### config.mk
export PLATFORM = sky130hd
export DESIGN_NAME = fa_tlb
export DESIGN_NICKNAME = d
export VERILOG_FILES = /design/src/rtl/fa_tlb_pkg.sv /design/src/rtl/fa_tlb_victim.sv /design/src/rtl/fa_tlb_array.sv /design/src/rtl/fa_tlb_flush_filter.sv /design/src/rtl/fa_tlb.sv
export SDC_FILE = /design/constraint.sdc
export NUM_CORES = 2
export LEC_CHECK = 0
export BUFFER_PORTS_ARGS = -buffer_cell sky130_fd_sc_hd__buf_2
export CAP_MARGIN = 20
export CORE_MARGIN = 4
export CORE_UTILIZATION = 55
export DETAILED_ROUTE_END_ITERATION = 7
export HOLD_SLACK_MARGIN = 0.06
export PLACE_DENSITY = 0.81
export SETUP_SLACK_MARGIN = 0.15
export SYNTH_ARGS = -nofsm -noshare
export SYNTH_HDL_FRONTEND = slang
export SYNTH_SLANG_ARGS = --single-unit
export TNS_END_PERCENT = 5
### constraint.sdc
create_clock -name clk -period 15.56 [get_ports clk]
set_input_delay 0.778 -clock clk [delete_from_list [all_inputs] [get_ports clk]]
set_output_delay 0.778 -clock clk [all_outputs]
set_load 0.02 [all_outputs]
### src/rtl/fa_tlb_pkg.sv
package fa_tlb_pkg;

   typedef enum logic {
      PG_SMALL = 1'b0,
      PG_LARGE = 1'b1
   } pg_size_e;

endpackage

### src/rtl/fa_tlb_victim.sv
// Slot selection for one array: same-tag overwrite, then lowest free slot,
// then a round-robin pointer that moves only when it was consumed.
module fa_tlb_victim #(
   parameter int N  = 32,
   localparam int IW = $clog2(N)
) (
   input  logic          clk,
   input  logic          rst_n,
   input  logic [N-1:0]  valid,
   input  logic [N-1:0]  same_tag,
   input  logic          wr_en,
   output logic [IW-1:0] idx
);

   logic [IW-1:0] rr_q;
   logic [IW-1:0] match_idx;
   logic [IW-1:0] free_idx;
   logic          any_match;
   logic          any_free;

   always_comb begin
      match_idx = '0;
      free_idx  = '0;
      any_match = 1'b0;
      any_free  = 1'b0;
      for (int i = N - 1; i >= 0; i--) begin
         if (same_tag[i]) begin
            match_idx = IW'(i);
            any_match = 1'b1;
         end
         if (!valid[i]) begin
            free_idx = IW'(i);
            any_free = 1'b1;
         end
      end
   end

   always_comb begin
      if (any_match)     idx = match_idx;
      else if (any_free) idx = free_idx;
      else               idx = rr_q;
   end

   always_ff @(posedge clk) begin
      if (!rst_n) begin
         rr_q <= '0;
      end else if (wr_en && !any_match && !any_free) begin
         if (rr_q == IW'(N - 1)) rr_q <= '0;
         else                    rr_q <= rr_q + 1'b1;
      end
   end

endmodule

### src/rtl/fa_tlb_array.sv
// One fully associative translation array with parallel tag compare.
module fa_tlb_array #(
   parameter int N     = 32,
   parameter int TAG_W = 36,
   parameter int DAT_W = 28,
   localparam int IW   = $clog2(N)
) (
   input  logic             clk,
   input  logic             rst_n,
   input  logic             flush,
   input  logic             wr_en,
   input  logic [TAG_W-1:0] wr_tag,
   input  logic [DAT_W-1:0] wr_dat,
   input  logic [TAG_W-1:0] lk_tag,
   output logic             lk_hit,
   output logic [DAT_W-1:0] lk_dat
);

   logic [N-1:0]     valid_q;
   logic [TAG_W-1:0] tag_q [N];
   logic [DAT_W-1:0] dat_q [N];
   logic [N-1:0]     hit_vec;
   logic [N-1:0]     same_vec;
   logic [IW-1:0]    wr_idx;

   for (genvar g = 0; g < N; g++) begin : g_cmp
      assign hit_vec[g]  = valid_q[g] && (tag_q[g] == lk_tag);
      assign same_vec[g] = valid_q[g] && (tag_q[g] == wr_tag);
   end

   always_comb begin
      lk_dat = '0;
      for (int i = 0; i < N; i++) begin
         if (hit_vec[i]) lk_dat = lk_dat | dat_q[i];
      end
   end

   assign lk_hit = |hit_vec;

   fa_tlb_victim #(.N(N)) u_victim (
      .clk      (clk),
      .rst_n    (rst_n),
      .valid    (valid_q),
      .same_tag (same_vec),
      .wr_en    (wr_en),
      .idx      (wr_idx)
   );

   always_ff @(posedge clk) begin
      if (!rst_n || flush) begin
         valid_q <= '0;
      end else if (wr_en) begin
         valid_q[wr_idx] <= 1'b1;
      end
   end

   always_ff @(posedge clk) begin
      if (wr_en && !flush) begin
         tag_q[wr_idx] <= wr_tag;
         dat_q[wr_idx] <= wr_dat;
      end
   end

endmodule

### src/rtl/fa_tlb_flush_filter.sv
// Decides whether a root load must empty the arrays.
module fa_tlb_flush_filter #(
   parameter bit FILTER_EN = 1'b1
) (
   input  logic clk,
   input  logic rst_n,
   input  logic base_wr,
   input  logic pt_mod,
   output logic flush
);

   if (FILTER_EN) begin : g_filtered
      logic dirty_q;
      always_ff @(posedge clk) begin
         if (!rst_n) dirty_q <= 1'b0;
         else        dirty_q <= pt_mod | (dirty_q & ~base_wr);
      end
      assign flush = base_wr & dirty_q;
   end else begin : g_plain
      logic unused_mod;
      assign unused_mod = pt_mod & clk & rst_n;
      assign flush      = base_wr;
   end

endmodule

### src/rtl/fa_tlb.sv
module fa_tlb
   import fa_tlb_pkg::*;
#(
   parameter int VA_W      = 48,
   parameter int PA_W      = 40,
   parameter int SMALL_N   = 32,
   parameter int LARGE_N   = 8,
   parameter int SMALL_SH  = 12,
   parameter int LARGE_SH  = 21,
   parameter bit FILTER_EN = 1'b1,
   localparam int VPN_W    = VA_W - SMALL_SH,
   localparam int PPN_W    = PA_W - SMALL_SH,
   localparam int LTAG_W   = VA_W - LARGE_SH,
   localparam int LFRM_W   = PA_W - LARGE_SH,
   localparam int LDIFF    = LARGE_SH - SMALL_SH
) (
   input  logic             clk,
   input  logic             rst_n,
   input  logic [VA_W-1:0]  lk_va,
   input  logic             fill_en,
   input  logic [VPN_W-1:0] fill_vpn,
   input  logic [PPN_W-1:0] fill_ppn,
   input  logic             fill_large,
   input  logic             base_wr,
   input  logic             pt_mod,
   output logic             hit,
   output logic [PA_W-1:0]  pa,
   output logic             pg_large
);

   if (LARGE_SH <= SMALL_SH) begin : g_bad_shift
      $error("fa_tlb: LARGE_SH must exceed SMALL_SH");
   end
   if (SMALL_N < 2 || LARGE_N < 2) begin : g_bad_depth
      $error("fa_tlb: each array needs at least two slots");
   end
   if (PA_W <= LARGE_SH || VA_W <= LARGE_SH) begin : g_bad_width
      $error("fa_tlb: address widths must exceed the large page shift");
   end

   logic              flush_w;
   logic              s_hit;
   logic              l_hit;
   logic [PPN_W-1:0]  s_dat;
   logic [LFRM_W-1:0] l_dat;
   logic              s_wr;
   logic              l_wr;
   pg_size_e          sel_size;

   assign sel_size = fill_large ? PG_LARGE : PG_SMALL;
   assign s_wr     = fill_en && (sel_size == PG_SMALL) && !flush_w;
   assign l_wr     = fill_en && (sel_size == PG_LARGE) && !flush_w;

   fa_tlb_flush_filter #(.FILTER_EN(FILTER_EN)) u_filter (
      .clk     (clk),
      .rst_n   (rst_n),
      .base_wr (base_wr),
      .pt_mod  (pt_mod),
      .flush   (flush_w)
   );

   fa_tlb_array #(.N(SMALL_N), .TAG_W(VPN_W), .DAT_W(PPN_W)) u_small (
      .clk    (clk),
      .rst_n  (rst_n),
      .flush  (flush_w),
      .wr_en  (s_wr),
      .wr_tag (fill_vpn),
      .wr_dat (fill_ppn),
      .lk_tag (lk_va[VA_W-1:SMALL_SH]),
      .lk_hit (s_hit),
      .lk_dat (s_dat)
   );

   fa_tlb_array #(.N(LARGE_N), .TAG_W(LTAG_W), .DAT_W(LFRM_W)) u_large (
      .clk    (clk),
      .rst_n  (rst_n),
      .flush  (flush_w),
      .wr_en  (l_wr),
      .wr_tag (fill_vpn[VPN_W-1:LDIFF]),
      .wr_dat (fill_ppn[PPN_W-1:LDIFF]),
      .lk_tag (lk_va[VA_W-1:LARGE_SH]),
      .lk_hit (l_hit),
      .lk_dat (l_dat)
   );

   always_comb begin
      hit      = 1'b0;
      pa       = '0;
      pg_large = 1'b0;
      if (s_hit) begin
         hit = 1'b1;
         pa  = {s_dat, lk_va[SMALL_SH-1:0]};
      end else if (l_hit) begin
         hit      = 1'b1;
         pa       = {l_dat, lk_va[LARGE_SH-1:0]};
         pg_large = 1'b1;
      end
   end

endmodule

Word-level counts from Yosys, hierarchy flattened
Memory sizes are Yosys's and may differ from the RTL's.
Index checks and enable logic that the tools add are counted.
Storage, ports and cells
  word-level logic and storage cells: 463
  RAM bits: 2416
  memories: 4
  input bits: 118
  output and inout bits: 42
  register bits: 49
Cells by class
  bitwise gates (word level): 45
  mux-type cells: 220
  reduce and logical (&&, ||, !) cells: 101
  add/subtract/negate cells: 2
  equal/unequal tests: 82
  order comparisons: 4
Memory list
  u_small.tag_q: words 32, bits a word 36, read ports 32, clocked after memory_dff 0, write ports 1, RTL line fa_tlb_array.sv:20  | logic [TAG_W-1:0] tag_q [N];
  u_small.dat_q: words 32, bits a word 28, read ports 32, clocked after memory_dff 0, write ports 1, RTL line fa_tlb_array.sv:21  | logic [DAT_W-1:0] dat_q [N];
  u_large.tag_q: words 8, bits a word 27, read ports 8, clocked after memory_dff 0, write ports 1, RTL line fa_tlb_array.sv:20
  u_large.dat_q: words 8, bits a word 19, read ports 8, clocked after memory_dff 0, write ports 1, RTL line fa_tlb_array.sv:21
Operators with widths (number)
  $eq 36x36->1: 64
  $mux 28: 32
  $or 28x28->28: 31
  $eq 27x27->1: 16
  $mux 5: 67
  $mux 19: 8
  $or 19x19->19: 7
  $logic_and 1x1->1: 92
  $mux 1: 90
  $mux 40: 2
  $mux 3: 19
  $or 32x32->32: 1
  $reduce_or 32->1: 1
  $or 8x8->8: 1
  $reduce_or 8->1: 1
  $logic_not 1->1: 6
  $lt 5x6->1 const B: 1
  $add 5x1->5 const B: 1
  $demux 1 s5: 1
  $eq 5x5->1 const B: 1
  $ge 5x1->1 const B: 1
  $lt 3x4->1 const B: 1
  $add 3x1->3 const B: 1
  $demux 1 s3: 1
  6 further kinds: 8

Longest topological paths before layout
  word-level depth: 66
  gate-level depth with buffers: 16
  mapped depth without buffers: 10

By module
From an unflattened synthesis, not the netlist that was laid out.
Unflattened totals
  cells, all modules: 8974
  area total of the unflattened synthesis: 118821.5 sq um
Modules (own cells, without submodules)
  fa_tlb_array (u_small): area an instance 98664.6 sq um, cells an instance 7331, instances 1
  fa_tlb_array (u_large): area an instance 18301.3 sq um, cells an instance 1369, instances 1
  fa_tlb_victim (u_small.u_victim): area an instance 1062.3 sq um, cells an instance 169, instances 1
  fa_tlb: area an instance 405.4 sq um, cells an instance 56, instances 1
  fa_tlb_victim (u_large.u_victim): area an instance 346.6 sq um, cells an instance 45, instances 1
  fa_tlb_flush_filter: area an instance 41.3 sq um, cells an instance 4, instances 1

Least setup slack after synthesis
No wires, ideal clock.
  path kind: input -> register
  start point: input port fill_vpn[3]
  end point: memory u_small.dat_q[23][0] (enable)
  arrival time: 7673 ps
  path slack: 7323 ps
  stages on the path: 13
  setup time: 565 ps
  buffers on the path: 3
  cell sequence: buf_2 -> buf_2 -> buf_2 -> xnor2_1 -> nand4_1 -> nor4_1 -> nand3_1 -> nand4_1 -> nor4_2 -> and2_1 -> or3_1 -> or3_4 -> nor3_1
Between the ends
  word-level cells in the longest chain between the ends: 35
RTL lines
  from (decl): RTL line fa_tlb.sv:21  | input logic [VPN_W-1:0] fill_vpn,
  $eq 36x36->1: RTL line fa_tlb_array.sv:28  | assign same_vec[g] = valid_q[g] && (tag_q[g] == wr_tag);
  $logic_and 1x1->1: RTL line fa_tlb_array.sv:28
  $mux 5 / $mux 1 (equally long branches) (32 in series): RTL line fa_tlb_victim.sv:27  | if (same_tag[i]) begin
  $mux 5 (*): RTL line fa_tlb_victim.sv:39  | if (any_match) idx = match_idx;
  to (decl): RTL line fa_tlb_array.sv:21
Every way passes the cells marked *; elsewhere a longest branch is shown, timed or not.

Worst setup path after layout
  start point: input port lk_va[39]
  end point: output port pa[28]
Between the ends
  word-level cells in the longest chain between the ends: 66
RTL lines
  from (decl): RTL line fa_tlb.sv:19  | input logic [VA_W-1:0] lk_va,
  $eq 36x36->1: RTL line fa_tlb_array.sv:27  | assign hit_vec[g] = valid_q[g] && (tag_q[g] == lk_tag);
  $logic_and 1x1->1: RTL line fa_tlb_array.sv:27
  $mux 28: RTL line fa_tlb_array.sv:34  | if (hit_vec[i]) lk_dat = lk_dat | dat_q[i];
  $or 28x28->28: RTL line fa_tlb_array.sv:34
  $mux 28: RTL line fa_tlb_array.sv:34
  $or 28x28->28: RTL line fa_tlb_array.sv:34
  $mux 28: RTL line fa_tlb_array.sv:34
  $or 28x28->28: RTL line fa_tlb_array.sv:34
  [50 not listed]
  $mux 28: RTL line fa_tlb_array.sv:34
  $or 28x28->28: RTL line fa_tlb_array.sv:34
  $mux 28: RTL line fa_tlb_array.sv:34
  $or 28x28->28: RTL line fa_tlb_array.sv:34
  $mux 28: RTL line fa_tlb_array.sv:34
  $or 28x28->28: RTL line fa_tlb_array.sv:34
  $mux 28: RTL line fa_tlb_array.sv:34
  $mux 40 (*): RTL line fa_tlb.sv:90  | if (s_hit) begin
  to (decl): RTL line fa_tlb.sv:27  | output logic [PA_W-1:0] pa,
Marked as above.

==> qor.txt <==
Status -> finished, violations left
Violated checks -> design-rule violations
Placer Congestion -> 1.03
Drt pass-1 iters -> 8
Avg Vias per Cell -> 7.22
LEAKAGE -> 0.0404 µW
Post-cts gate resize count -> 0
Asr flop ratio synth -> 0%
Setup Skew -> 0.0976 ns
Final core area utilization -> 61.8%
Fmax -> 0.133 GHz
Worst-path fanout max -> 29
Clk buf depth -> 4
Filler cells -> 15118
Design Power -> 14800 µW
Final setup fails -> 0
Synth Cell Area -> 117000 µm²
Nets@finish -> 8584
Worst slew pin tran -> 1.18 ns
Residual DRC -> 2
CP top delay family -> buffers and inverters
Final wirelength -> 446000 µm
Initial Utilization -> 55.5%
Synthesized instance count -> 8244
Max stage delay on crit path -> 0.69 ns
CTS Sinks -> 2465
Hold Path Class -> in2reg
Die ar. -> 220000 µm²
Synth top area share -> 62.1%
Synthesized area per cell -> 14.2 µm²
Antenna violations before repair -> 33
Root Driver -> clkbuf_16
Total core area -> 210000 µm²
Die W -> 469 µm
Largest net degree at the start of global routing -> 60
Max Slew Vio Count -> 0
Synth warnings -> 0
CP Capture Type -> primary output
Worst-path clk slew -> 0.06 ns
Critical path arrival -> 6.75 ns
H-tree depth -> 5
Clk_lat worst skew -> 0.98 ns
Fin crit share -> 48.4%
Flops & latches, synth -> 2465
Pre-CTS setup slack -> 7.86 ns
Post-Route Setup TNS -> 0 ns
Worst Slack Setup Final -> 8.03 ns
I/O pin count -> 160
EDFF count, synth -> 2416
Final min period -> 7.53 ns
Unrepaired setup endpoints after global routing -> false
Register area share after synthesis -> 62.9%
Vias in the first global route -> 79810
Syn nets -> 8366
Gr usage total -> 39.5%
# Max-Cap Violations -> 0
Crit path required time -> 14.78 ns
Critical-path top delay cell -> or4_1
Vias -> 82858
Cell mode on critical path -> buf_4
Worst ir drop on vdd -> 0.176 mV
PortBufs -> 159
WL/cell -> 38.9 µm
CP Cell Sequence -> buf_4 > buf_4 > buf_4 > xnor2_1 > nand4_1 > nor4_1 > nand4_1 > nor4_2 > buf_4 > nor4_1 > and4_1 > nand3b_1 > buf_4 > a31oi_1 > or4_1 > buf_2
Final hold violation count -> 0
Row count -> 168
Critical path type -> in2out
CTS buffer count -> 278
GR Overflow Total -> 0
CTS tree -> yes
Most used flip-flop cell after synthesis -> edfxtp_1
Cell variety after synth -> 79
First-pass GRT wire length -> 612000 µm
Die height -> 469 µm
Detailed router's first-iteration violation count -> 15311
Yosys top cell by area -> edfxtp_1
Dpl hpwl -> 258000 µm
Final ANT Viol Nets -> 0
Crit path buf inv count -> 6
Max_slew headroom -> 21.3%
Layout cells sized above 1 -> 10.1%
Layout area overhead -> 11.2%
Top cells by area, synth -> edfxtp_1, xnor2_1, xor2_1
Power per cell area -> 114 nW/µm²
Crit start category -> input pin
[power breakdown]
| part | switching (µW) | internal [µW] |
|---|---|---|
| logic | 761 | 265 |
| registers | 13.1 | 7310 |
| clock network | 2690 | 3720 |
| total | 3460 | 11300 |
[timing repair]
action / in CTS / in global routing
hold buffers: 1 / 0
hold endpoints to repair: 1 / 0
setup buffers: 0 / 0
[worst paths after layout]
path | slack (ns) | startpoint | endpoint | depth (start not counted)
max | 8.03 | lk_va[39] | pa[28] | 16
min | 0.14 | base_wr | u_filter.g_filtered.dirty_q | 3
max reg2reg | 9.61 | u_small.tag_q[19][7] | u_small.tag_q[12][9] | 11
min reg2reg | 0.48 | u_small.valid_q[1] | u_small.valid_q[1] | 2
[area by class of cell]
cell class,count,area [µm²],area share (%)
repair buffers,411,3130,2.41
clock inverters,134,1270,0.978
flip-flops and latches,2465,73500,56.6
well taps,2805,3510,2.70
inverters,65,244,0.188
diodes,16,40.0,0.0308
multi-input cells,5241,40900,31.5
clock buffers,337,7310,5.62
[Yosys cell counts (all sizes together), types with 9 or more instances]
cell type,count
xor2,1206
nand3,126
nand2,128
a21oi,21
nand4,612
nor2,49
nor4,529
o31ai,20
and4,13
clkbuf,140
a21boi,10
o2111ai,16
a31oi,26
xnor2,1473
nor4b,22
a2111oi,9
o21ai,53
nor2b,18
buf,333
and2,19
a22oi,127
a211o,10
inv,64
edfxtp,2416
a221oi,203
or3,15
nor3,98
or4,59
o21a,11
dfxtp,49
nand4b,11
nand2b,72
a22o,200
[through the flow]
stage	instances	instance area [µm²]	hold WS, ns
floorplan	8244	117000	0.470
global route	11460	130000	0.138
global placement	10976	121000	0.465
detailed placement	10979	121000	0.474
finish	11474	130000	0.144
CTS	11451	130000	0.104
[worst register-to-register path, cell delays in order, from the launching register on]
cell and delay (ns):
edfxtp_1 0.48, xor2_1 0.24, nor4_1 0.33, nand4_1 0.15, nor4_1 0.91, or4_1 0.39
nor4_2 0.12, a211o_1 0.31, a21boi_2 0.38, nand3b_1 0.44, nor2_4 0.96, buf_4 0.83
[cells in the final DEF, fill, tap and decap left out, types with 16 or more instances in the layout]
cell       instances
nor4b_1           22
clkinv_1          57
nand4_1          611
nor3_1            76
diode_2           16
nand2b_1          72
or4_1             57
a31oi_1           26
nor2_4            16
clkinv_2          33
bufinv_16         24
nor3_2            20
xnor2_1         1471
clkbuf_16        284
xor2_1          1206
nor2_1            32
dfxtp_1           49
nor2b_1           18
o21ai_0           48
buf_2             87
clkbuf_1          53
inv_1             60
nand2_1          128
buf_4            293
and2_1            18
edfxtp_1        2416
a22o_1           200
a221oi_1         203
nand3_1          125
nor4_2            38
a22oi_1          127
o31ai_1           19
nor4_1           491
a21oi_1           20
[routing by layer]
layer | track usage (%) | share of wire [%]
met4 | 23.7 | 7.6
met1 | 51.7 | 34
met2 | 58.7 | 43
met5 | 0 | 0.029
met3 | 11.5 | 16
[state kept, by name, summed over array words and instances (netlist names)]
register                     cells
u_small.tag_q                 1152
u_large.tag_q                  216
u_large.valid_q                  8
u_large.u_victim.rr_q            3
u_small.valid_q                 32
u_large.dat_q                  152
u_filter.g_filtered.dirty_q      1
u_small.u_victim.rr_q            5
u_small.dat_q                  896
[kinds of logic after synthesis]
logic type	Yosys count	synth area share (%)
AO/OA/AOI/OAI	754	5.20
XOR/XNOR	2679	20.1
adder cells (fa/ha/maj)	4	0.0428
buffers and inverters	538	2.46
flip-flops	2465	62.9
multiplexers	3	0.0257
AND/OR/NAND/NOR	1801	9.27
Power figures use the tool's default switching activity.
